$ cat src/rtl/gpio_sc_pkg.sv
package gpio_sc_pkg;

    typedef enum logic [4:0] {
        RS_OVAL   = 5'd0,
        RS_OEN    = 5'd1,
        RS_IEN    = 5'd2,
        RS_OAUXA  = 5'd3,
        RS_OAUXB  = 5'd4,
        RS_IAUX   = 5'd5,
        RS_LEVEL  = 5'd6,
        RS_RISE   = 5'd7,
        RS_FALL   = 5'd8,
        RS_EVMAP0 = 5'd9,
        RS_EVMAP1 = 5'd10
    } reg_sel_e;

    // atomic update: low half sets, high half clears, clear dominates
    function automatic logic [15:0] setclr16(input logic [15:0] cur,
                                             input logic [31:0] wd,
                                             input logic [15:0] keep);
        return ((cur | wd[15:0]) & ~wd[31:16]) & keep;
    endfunction

endpackage

$ cat src/rtl/gpio_sc_sync.sv
module gpio_sc_sync #(
    parameter int W = 32
) (
    input  logic         clk,
    input  logic         rst_n,
    input  logic [W-1:0] d_async,
    output logic [W-1:0] q_sync
);
    logic [W-1:0] meta_q;

    always_ff @(posedge clk or negedge rst_n) begin
        if (!rst_n) begin
            meta_q <= '0;
            q_sync <= '0;
        end else begin
            meta_q <= d_async;
            q_sync <= meta_q;
        end
    end
endmodule

$ cat src/rtl/gpio_sc_bank.sv
module gpio_sc_bank
    import gpio_sc_pkg::*;
#(
    parameter int             BL   = 16,
    parameter logic [BL-1:0]  RSVD = '0
) (
    input  logic          clk,
    input  logic          rst_n,
    input  logic          wr_en,
    input  reg_sel_e      reg_sel,
    input  logic [31:0]   wdata,
    input  logic [BL-1:0] pin_sync,
    output logic [BL-1:0] out_val,
    output logic [BL-1:0] out_en,
    output logic [BL-1:0] oaux_a,
    output logic [BL-1:0] oaux_b,
    output logic [31:0]   rd_word
);
    localparam int EV_REGS = BL / 8;

    logic [BL-1:0] in_en, iaux, rise_flags, fall_flags, prev_q;
    logic [BL-1:0] rise_now, fall_now, keep;
    logic [31:0]   evmap_q [EV_REGS];
    logic [31:0]   ev_keep [EV_REGS];

    assign keep     = ~RSVD;
    assign rise_now = pin_sync & ~prev_q & in_en;
    assign fall_now = ~pin_sync & prev_q & in_en;

    // nibble masks that drop reserved lanes from the event map
    always_comb begin
        for (int e = 0; e < EV_REGS; e++) begin
            for (int n = 0; n < 8; n++) begin
                ev_keep[e][n*4 +: 4] = {4{keep[e*8 + n]}};
            end
        end
    end

    always_ff @(posedge clk or negedge rst_n) begin
        if (!rst_n) begin
            out_val    <= '0;
            out_en     <= '0;
            in_en      <= '0;
            oaux_a     <= '0;
            oaux_b     <= '0;
            iaux       <= '0;
            rise_flags <= '0;
            fall_flags <= '0;
            prev_q     <= '0;
        end else begin
            prev_q     <= pin_sync;
            rise_flags <= ((wr_en && reg_sel == RS_RISE) ?
                           (rise_flags & ~wdata[BL-1:0]) : rise_flags) | (rise_now & keep);
            fall_flags <= ((wr_en && reg_sel == RS_FALL) ?
                           (fall_flags & ~wdata[BL-1:0]) : fall_flags) | (fall_now & keep);
            if (wr_en) begin
                unique case (reg_sel)
                    RS_OVAL:  out_val <= setclr16(out_val, wdata, keep);
                    RS_OEN:   out_en  <= setclr16(out_en,  wdata, keep);
                    RS_IEN:   in_en   <= setclr16(in_en,   wdata, keep);
                    RS_OAUXA: oaux_a  <= setclr16(oaux_a,  wdata, keep);
                    RS_OAUXB: oaux_b  <= setclr16(oaux_b,  wdata, keep);
                    RS_IAUX:  iaux    <= setclr16(iaux,    wdata, keep);
                    default:  ;
                endcase
            end
        end
    end

    generate
        for (genvar e = 0; e < EV_REGS; e++) begin : g_ev
            always_ff @(posedge clk or negedge rst_n) begin
                if (!rst_n)
                    evmap_q[e] <= '0;
                else if (wr_en && reg_sel == reg_sel_e'(int'(RS_EVMAP0) + e))
                    evmap_q[e] <= wdata & ev_keep[e];
            end
        end
    endgenerate

    always_comb begin
        rd_word = '0;
        unique case (reg_sel)
            RS_OVAL:   rd_word[BL-1:0] = out_val;
            RS_OEN:    rd_word[BL-1:0] = out_en;
            RS_IEN:    rd_word[BL-1:0] = in_en;
            RS_OAUXA:  rd_word[BL-1:0] = oaux_a;
            RS_OAUXB:  rd_word[BL-1:0] = oaux_b;
            RS_IAUX:   rd_word[BL-1:0] = iaux;
            RS_LEVEL:  rd_word[BL-1:0] = pin_sync & in_en;
            RS_RISE:   rd_word[BL-1:0] = rise_flags;
            RS_FALL:   rd_word[BL-1:0] = fall_flags;
            RS_EVMAP0: rd_word         = evmap_q[0];
            RS_EVMAP1: rd_word         = evmap_q[EV_REGS-1];
            default:   rd_word         = '0;
        endcase
    end

    // lanes untouched by a non-output-value access keep their state
    a_r1_hold_oval: assert property (@(posedge clk) disable iff (!rst_n)
        !(wr_en && reg_sel == RS_OVAL) |=> $stable(out_val));

    // a lane named in the clear half is zero after the write
    a_r2_clear_wins: assert property (@(posedge clk) disable iff (!rst_n)
        (wr_en && reg_sel == RS_OVAL) |=> ((out_val & $past(wdata[BL+15:16])) == '0));

    // lanes with input disabled never gain a rising flag
    a_r5_gate_rise: assert property (@(posedge clk) disable iff (!rst_n)
        !(wr_en && reg_sel == RS_RISE) |=>
            ((rise_flags & ~$past(in_en)) == ($past(rise_flags) & ~$past(in_en))));

    // written-one lanes are clear unless a fresh edge arrived
    a_r6_w1c: assert property (@(posedge clk) disable iff (!rst_n)
        (wr_en && reg_sel == RS_FALL) |=>
            ((fall_flags & $past(wdata[BL-1:0]) & ~$past(fall_now)) == '0));

    // reserved lanes never hold flags
    a_r8_rsvd_flags: assert property (@(posedge clk) disable iff (!rst_n)
        ((rise_flags | fall_flags) & RSVD) == '0);
endmodule

$ cat src/rtl/gpio_setclr_ctrl.sv
module gpio_setclr_ctrl
    import gpio_sc_pkg::*;
#(
    parameter int          LANES     = 32,
    parameter int          ADDR_W    = 8,
    parameter logic [31:0] RSVD_MASK = 32'hE080_0000
) (
    input  logic              clk,
    input  logic              rst_n,
    input  logic [ADDR_W-1:0] bus_addr,
    input  logic              bus_wr,
    input  logic [31:0]       bus_wdata,
    input  logic              bus_rd,
    output logic [31:0]       bus_rdata,
    input  logic [LANES-1:0]  pad_in,
    output logic [LANES-1:0]  pad_out,
    output logic [LANES-1:0]  pad_oe
);
    localparam int BL    = LANES / 2;
    localparam int NBANK = 2;

    logic [LANES-1:0] pin_sync;
    logic [LANES-1:0] oval, oen, oxa, oxb;
    logic [31:0]      bank_rd [NBANK];
    logic             aligned, bank_hi;
    reg_sel_e         sel;

    assign aligned = (bus_addr[1:0] == 2'b00) && (bus_addr[ADDR_W-2:2] <= 5'd10);
    assign bank_hi = bus_addr[ADDR_W-1];
    assign sel     = reg_sel_e'(bus_addr[6:2]);

    gpio_sc_sync #(.W(LANES)) sync_i (
        .clk(clk), .rst_n(rst_n), .d_async(pad_in), .q_sync(pin_sync)
    );

    generate
        for (genvar b = 0; b < NBANK; b++) begin : g_bank
            gpio_sc_bank #(.BL(BL), .RSVD(RSVD_MASK[b*BL +: BL])) bank_i (
                .clk     (clk),
                .rst_n   (rst_n),
                .wr_en   (bus_wr && aligned && (bank_hi == b[0])),
                .reg_sel (sel),
                .wdata   (bus_wdata),
                .pin_sync(pin_sync[b*BL +: BL]),
                .out_val (oval[b*BL +: BL]),
                .out_en  (oen[b*BL +: BL]),
                .oaux_a  (oxa[b*BL +: BL]),
                .oaux_b  (oxb[b*BL +: BL]),
                .rd_word (bank_rd[b])
            );
        end
    endgenerate

    always_ff @(posedge clk or negedge rst_n) begin
        if (!rst_n)
            bus_rdata <= '0;
        else if (bus_rd)
            bus_rdata <= aligned ? bank_rd[bank_hi] : '0;
    end

    assign pad_oe  = oen & ~oxa & ~oxb & ~RSVD_MASK[LANES-1:0];
    assign pad_out = oval & pad_oe;

    // nothing is driven high where the output is disabled
    always_comb begin
        a_r9_out_gated: assert ((pad_out & ~pad_oe) == '0);
    end

    // reserved lanes are never enabled as outputs
    a_r8_rsvd_oe: assert property (@(posedge clk) disable iff (!rst_n)
        (pad_oe & RSVD_MASK[LANES-1:0]) == '0);

    // upper half of a control-register read is always zero
    a_r4_upper_zero: assert property (@(posedge clk) disable iff (!rst_n)
        (bus_rd && sel <= RS_FALL) |=> (bus_rdata[31:16] == 16'h0));
endmodule

$ cat config.mk
export PLATFORM = sky130hd
export DESIGN_NAME = gpio_setclr_ctrl
export DESIGN_NICKNAME = d
export VERILOG_FILES = /design/src/rtl/gpio_sc_pkg.sv /design/src/rtl/gpio_sc_sync.sv /design/src/rtl/gpio_sc_bank.sv /design/src/rtl/gpio_setclr_ctrl.sv
export SDC_FILE = /design/constraint.sdc
export NUM_CORES = 1
export LEC_CHECK = 0
export ABC_AREA = 1
export BUFFER_PORTS_ARGS = -buffer_cell sky130_fd_sc_hd__buf_2
export CORE_MARGIN = 4
export CORE_UTILIZATION = 60
export CTS_BUF_LIST = sky130_fd_sc_hd__clkbuf_4 sky130_fd_sc_hd__clkbuf_8
export CTS_CLUSTER_SIZE = 12
export DETAILED_ROUTE_END_ITERATION = 16
export PLACE_DENSITY = 0.86
export SLEW_MARGIN = 10
export SYNTH_ARGS = -nofsm -noshare
export SYNTH_HDL_FRONTEND = slang
export SYNTH_SLANG_ARGS = --single-unit
$ cat constraint.sdc
create_clock -name clk -period 1.19 [get_ports clk]
set_input_delay 0.238 -clock clk [delete_from_list [all_inputs] [get_ports clk]]
set_output_delay 0.238 -clock clk [all_outputs]
set_load 0.03 [all_outputs]
==> impl_results.md, run 1 <==
- Status: stopped before the end
- Last stage: 5_1_grt
- Error Message: [ERROR GRT-0232] Routing congestion too high. Check the congestion heatmap in the GUI.
- Asr flop ratio synth: 100%
- Most frequent cells after synthesis: 925 x nand2_1, 460 x dfrtp_1, 339 x inv_1, 322 x o21ai_0, 217 x nor2_1
- Final HPWL DP: 66400 µm
- Max Root-Sink Buffers: 3
- Cell Area, Synth: approximately 0.022 mm²
- Worst EP post-GRT repair: pad_out[7]
- Seq/Total Area, Yosys: about half
- GPL Wtd Cong: 1.01
- Worst EP kind: output port
- H-tree depth: 3
- Port buffer count: 159
- Congestion Overflow GR: 404
- Initial Util: 60.9%
- Rows: 70
- Top post-synthesis cells by area: dfrtp_1 51%, nand2_1 16%, o21ai_0 7.2%, inv_1 5.7%, a21oi_1 4.0%
- Post-synthesis instance total: between 2000 and 3000
- Die height: 201 µm
- Most frequent cell after synthesis: nand2_1
- Ys Warns: 0
- Top cell type's share of synthesized area: 51.5%
- Die W: 201 µm
- Root Driver: clkbuf_8
- Largest net degree at the start of global routing: 53
- Global Route Usage Sum: 81.5%
- Cells after DPL: 3747
- Number of synthesized flops with an enable pin: 0
- Main synth FF type: dfrtp_1
- Post-synthesis sequential element count: 460
- CTS Buf Count: 79
- Cell taking the most area after synthesis: dfrtp_1
- Yosys cell types: 25
- CTS sink count: 460
- Avg Cell Area, Syn: 7.49 µm²
- Ports: 172
==> kinds of logic after synthesis <==
| family | after synthesis | synth area share [%] |
|---|---|---|
| DFF | 460 | 51.5 |
| AOI/OAI and AO/OA | 520 | 11.8 |
| buffers and inverters | 529 | 9.21 |
| other | 1 | 0.0168 |
| and+or+nand+nor | 1476 | 27.4 |
==> per-stage QoR <==
step	setup TNS [ps]	cell area (µm²)	setup WS, ps	hold slack, ps	utilization (%)
after floorplan	-99270	23100	-303	-57.6	-
after global placement	-249050	26900	-998	113	73.4
after detailed placement	-262430	26900	-986	110	73.4
after CTS	-45550	31400	-799	6.37	85.4
==> timing repair <==
action                     4_1_cts
cloned                          11
setup endpoints to repair      288
hold buffers                    47
buffers inserted               110
hold endpoints to repair       543
gates resized for setup        404
pin swaps                      101
==> routing by layer <==
layer	GRT overflow	track usage, %
met3	17	68.7
met2	216	95.6
met5	2	30.7
met4	153	84.0
met1	16	80.9
==> inputs of run 2 (changes only) <==
CORE_UTILIZATION = 40   (was 60)
CTS_BUF_LIST = default   (was sky130_fd_sc_hd__clkbuf_4 sky130_fd_sc_hd__clkbuf_8)
CTS_CLUSTER_SIZE = default   (was 12)
PLACE_DENSITY = default   (was 0.86)
PLACE_DENSITY_LB_ADDON = 0.15   (was default)
==> impl_results.md, run 2 <==
- Multi-input gate area: 0.0106 mm²
- Combinational Power Share: between 10 and 15%
- Avg Cell Area, Syn: roughly 7.5 µm²
- Sw Ratio: 26.9%
- Placed cell area: between 0.02 and 0.03 mm²
- Core area: between 0.05 and 0.06 mm²
- Fmax: 524 MHz
- Final Non-Filler Cells: 4345
- Critical path class: flip-flop to output port
- Slew Limit Fails: 0
- Top post-synthesis cells by area: dfrtp_1 51%, nand2_1 16%, o21ai_0 7.2%, inv_1 5.7%, a21oi_1 4.0%
- Top cell type's share of synthesized area: 51.5%
- Crit. Startpoint: g_bank[0].bank_i.oaux_b[7]
- Routed wire length: about 110000 µm
- Critical R2R Capture: bus_rdata[5]
- CTS Buf Count: between 50 and 60
- FF-to-FF path depth: 9
- Worst slack, placed: -860 ps
- Ports: 172
- Final Cycle Share: 160%
- CP max FO: 3
- Starting DRT DRC Count: ~2500
- GPL Wtd Cong: about 0.96
- Worst endpoint required time: 950 ps
- Leak: 16.8 nW
- CP Capture Type: output port
- Cell taking the most area after synthesis: dfrtp_1
- Post-synthesis sequential element count: 460
- Seq pwr share: 44.1%
- Via count: between 20000 and 25000
- Number of synthesized flops with an enable pin: 0
- Max Root-Sink Buffers: 3
- Final hold vios: 0
- Final Instance Area: roughly 0.033 mm²
- RR Startpoint: g_bank[1].bank_i.oaux_a[5]
- Global Route Usage Sum: between 30% and 40%
- Setup crit start kind: flip-flop
- Commonest non-fill, non-tap cell in the layout: nand2_1
- Final layout net count: 3634
- Highest-count cells in the layout ignoring fill and taps: 808 x nand2_1, 395 x dfrtp_1, 338 x buf_4
- Port buffer count: approximately 160
- Setup ws final: -720 ps
- Routed wire per std cell: 24.3 µm
- TritonCTS clock tree: built
- Fill count: 4868
- Arrival time of the worst setup path: 1670 ps
- Number of global-route vias before repair: roughly 23000
- Ys Warns: 0
- Least-Margin Pin Slew: about 540 ps
- Main synth FF type: dfrtp_1
- Status: finished with violations
- Pre-antenna DRT Iters: 6
- Flop2flop setup slack: -240 ps
- Die W: 244 µm
- Pwr dens: 1120 mW/mm²
- Most frequent cells after synthesis: 925 x nand2_1, 460 x dfrtp_1, 339 x inv_1, 322 x o21ai_0, 217 x nor2_1
- Clock Latency Late Sink: 620 ps
- Min-Delay Path Class: primary input to flip-flop
- Initial antenna violation count: 2
- Cell Area, Synth: 0.0224 mm²
- Antenna-violating nets left: 0
- Area growth syn-to-layout: 49.5%
- Seq/Total Area, Yosys: approximately half
- Final HPWL DP: 71500 µm
- Cells after DPL: just over 4000
- Most frequent cell after synthesis: nand2_1
- Final Util: 60.5%
- Initial Util: 40.5%
- Largest net degree at the start of global routing: 77
- Top reg by flops: g_bank.bank_i.evmap_q
- Worst slew margin: 64.1%
- Congestion Overflow GR: 0
- End point of the critical path: pad_out[7]
- Asr flop ratio synth: 100%
- Max FFs per register: 112
- Worst Clk Skew: 14.9 ps
- Vias/cell: 5.48
- Register area: 0.0116 mm²
- Minimum clock period: 1910 ps
- Wire length of the first global-routing pass: 147000 µm
- P_sw: 10.1 mW
- H-tree depth: 2
- Clock network fraction of total power: 43.8%
- Failing checks: setup timing
- P_int: 27.3 mW
- CTS sink count: 460
- Root Driver: clkbuf_16
- DRC Markers: 0
- Maximum vdd drop: between 1 and 1.5 mV
- RSZ-0062 raised after global routing: yes
- Rows: 86
- Die height: 244 µm
- Die area: about 0.06 mm²
- Post-synthesis instance total: 2986
- # setup viols final: between 150 and 200
- Fraction of layout cells with a size suffix above 1: 32.4%
- CTS clk-pin slew, worst paths: 70 ps
- Yosys cell types: 25
- Max Cap Viol: 0
- Total power: 37.4 mW
==> run 2: cell counts after synthesis <==
No cell type changed its count.
==> run 2: power by group through the flow <==
stage          Clock, mW  Sequential [mW]  Combinational (mW)
2_1_floorplan          0             16.7                1.52
5_1_grt             17.2             16.5                4.80
4_1_cts             16.6             16.5                4.14
6_report            16.4             16.5                4.52
3_5_place_dp           0             16.7                3.79
3_3_place_gp           0             16.7                3.74
==> run 2: worst max-delay path: stages (launching register included) <==
cell     delay (ps)
dfrtp_2         450
nor4_4          420
buf_6           190
==> run 2: logic make-up after synthesis <==
family / count (synthesis) / synth area share, %
other cells: 1 / 0.0168
simple gates: 1476 / 27.4
compound gates: 520 / 11.8
flops: 460 / 51.5
buf+inv: 529 / 9.21
==> run 2: layer usage <==
layer,vias up,wire length [µm],GRT usage [%]
met5,-,14,0
met4,2,7620,17.7
met3,339,9370,5.73
met2,1259,48800,54.9
met1,11500,39900,41.0
li1,10700,-,-
==> run 2: layout make-up <==
cell class	count	area share, %
antenna	1	0.00749
tap	748	2.80
multi-input combinational	2004	31.6
clock inverter	18	0.640
clock buffer	74	4.44
timing repair buffer	697	21.8
sequential	460	34.7
inverter	343	3.95
==> run 2: what timing repair did <==
item	4_1_cts	5_1_grt
hold buffers	35	0
gates cloned	0	25
hold endpoints to repair	403	0
gates resized for setup	348	390
pin swaps	109	135
setup endpoints to repair	148	400
setup buffers	80	66
==> run 2: worst min path at each step <==
stage	start	endpoint	slack (ps)	cells after the start
3_3_place_gp	rst_n	g_bank[0].bank_i.evmap_q[14]	110	1
6_report	bus_wdata[18]	g_bank[1].bank_i.out_en[2]	40	4
2_1_floorplan	rst_n	bus_rdata[0]	-60	0
5_1_grt	bus_wdata[8]	g_bank[1].bank_i.evmap_q[8]	60	4
3_5_place_dp	rst_n	g_bank[0].bank_i.evmap_q[14]	110	1
4_1_cts	bus_wdata[18]	g_bank[1].bank_i.oaux_a[2]	30	4
==> run 2: metrics by stage <==
step                      hold WS, ps  TNS (ps)
final                            35.6    -41790
after global routing             61.1    -48220
after CTS                        25.0    -40270
after detailed placement          109   -223800
after global placement            108   -211910
after floorplan                 -57.6    -99270
Power figures use the tool's default switching activity.
==> inputs of run 3 (changes only) <==
==> constraint.sdc (replaced) <==
create_clock -name clk -period 1.19 [get_ports clk]
set_input_delay 0.119 -clock clk [delete_from_list [all_inputs] [get_ports clk]]
set_output_delay 0.119 -clock clk [all_outputs]
set_load 0.03 [all_outputs]
==> impl_results.md, run 3 (synthesis gave the netlist of run 2 again) <==
- Worst slack, placed: -618 ps
- Critical path cell sequence: nor4_4, buf_4, buf_6
- Fmax: between 500 and 600 MHz
- Clock Latency Late Sink: slightly above 600 ps
- GPL Wtd Cong: 0.990
- Global Route Usage Sum: 32.2%
- Final HPWL DP: 69200 µm
- Setup crit start kind: flip-flop
- Worst slew margin: 53.4%
- Slew Limit Fails: 0
- Top reg by flops: g_bank.bank_i.evmap_q
- Routed wire length: 99400 µm
- # setup viols final: between 100 and 150
- CP Capture Type: output port
- P_sw: 10.0 mW
- CTS sink count: between 400 and 500
- Area growth syn-to-layout: 44.7%
- Max Cap Viol: 0
- Pre-antenna DRT Iters: 6
- Final Instance Area: 0.0323 mm²
- Status: finished with violations
- Max FFs per register: roughly 110
- Flop2flop setup slack: -150 ps
- Setup tns final: -30330 ps
- Hold slack: -4.82 ps
- Root Driver: clkbuf_16
- DRC Markers: 0
- Min-Delay Path Class: primary input to async pin
- Final Cycle Share: 162%
- Rows: 86
- FF-to-FF path depth: 8
- Least-Margin Pin Slew: 699 ps
- Setup ws final: -743 ps
- Minimum clock period: 1930 ps
- Worst Clk Skew: 12.2 ps
- Number of global-route vias before repair: 22700
- Antenna-violating nets left: 0
- Starting DRT DRC Count: 2276
- Initial Util: 40.5%
- Final layout net count: 3596
- Combinational Power Share: 11.4%
- Die height: approximately 240 µm
- Fraction of layout cells with a size suffix above 1: about 27%
- TritonCTS clock tree: built
- Maximum vdd drop: 1.13 mV
- Clock network fraction of total power: 45.2%
- Max Root-Sink Buffers: 3
- Failing checks: hold timing, setup timing
- Congestion Overflow GR: 0
- Sw Ratio: 26.3%
- Seq pwr share: a little over two fifths
- Port buffer count: 159
- Leak: 16.3 nW
- P_int: 28.0 mW
- Worst endpoint required time: between 1000 and 1500 ps
- Die area: 0.0597 mm²
- Pwr dens: 1170 mW/mm²
- Routed wire per std cell: ~23 µm
- Largest net degree at the start of global routing: between 60 and 70
- CP max stage delay: approximately 440 ps
- Wire length of the first global-routing pass: 144000 µm
- CTS clk-pin slew, worst paths: about 60 ps
- CTS Buf Count: between 50 and 60
- Final hold vios: 7
- Critical R2R Capture: bus_rdata[10]
- Critical path class: flip-flop to output port
- Vias/cell: 5.39
- Initial antenna violation count: 2
- H-tree depth: 2
- Core area: 0.0552 mm²
- CP max FO: 3
- Placed cell area: between 0.02 and 0.03 mm²
- Commonest non-fill, non-tap cell in the layout: nand2_1
- Highest-count cells in the layout ignoring fill and taps: 895 x nand2_1, 405 x dfrtp_1, 305 x inv_1
- Die W: 244 µm
- RR Startpoint: g_bank[1].bank_i.oaux_a[10]
- Ports: 172
- Crit-path slowest cell: dfrtp_2
- RSZ-0062 raised after global routing: yes
- Arrival time of the worst setup path: about 1800 ps
- Via count: 23300
-- run 3: cell count changes in the layout (fill, tap and decap cells not counted), sizes merged --
cell         change
clkinvlp         +2
clkinv           -1
clkbuf          -10
bufinv           +1
diode            +2
dlygate4sd3     +26
buf             -53
-- run 3: cell type report --
cell class	instances	area (µm²)
antenna	3	7.51
clock buffer	76	1560
clock inverter	20	264
fill	4932	22900
inverter	343	1320
multi-input combinational	2004	10000
sequential	460	11600
tap	748	936
timing repair buffer	658	6650
-- run 3: worst max path at each step --
| stage | start | end | cells after the start |
|---|---|---|---|
| after floorplan | bus_addr[5] | g_bank[1].bank_i.oaux_a[10] | 7 |
| after global placement | bus_addr[6] | bus_rdata[15] | 13 |
| after detailed placement | bus_addr[6] | bus_rdata[15] | 13 |
| after CTS | g_bank[0].bank_i.oaux_b[7] | pad_out[7] | 3 |
| after global routing | g_bank[1].bank_i.oaux_b[0] | pad_out[16] | 3 |
| final | g_bank[1].bank_i.oaux_b[0] | pad_out[16] | 3 |
-- run 3: power by group through the flow --
stage,sequential [mW],clock [mW],combinational (mW)
after floorplan,16.6,0,1.52
after global placement,16.7,0,3.50
after detailed placement,16.7,0,3.54
after CTS,16.5,17.4,4.04
after global routing,16.5,18.0,4.61
final,16.5,17.2,4.31
-- run 3: metal layers --
layer | global-route usage, % | part of all wire [%]
met5 | 0 | 0
met4 | 17.5 | 6.4
met3 | 4.93 | 7.5
met2 | 53.6 | 47
met1 | 40.5 | 39
-- run 3: critical path: cells and delay by family, from the launching register on --
kind | cells | cell delay [ps]
buffers and inverters | 2 | 330
AND/OR/NAND/NOR | 1 | 430
flip-flops | 1 | 440
-- run 3: through the flow --
stage	utilization, %	std cells	hold slack [ps]	power (mW)
floorplan	-	2993	-177	18.2
global placement	48.9	3998	29.0	20.2
detailed placement	48.9	3998	28.8	20.3
CTS	56.6	4251	0.383	37.9
global route	58.6	4309	13.2	39.1
finish	58.6	4312	-4.82	38.0
-- run 3: what timing repair did --
item                                   in CTS  in global routing
pin swaps                                  92                104
resized for setup                         340                147
hold buffers                               62                  0
gates cloned                                0                  6
setup buffers                             101                 61
setup endpoints to repair                 101                177
endpoints found under the hold margin     731                  0
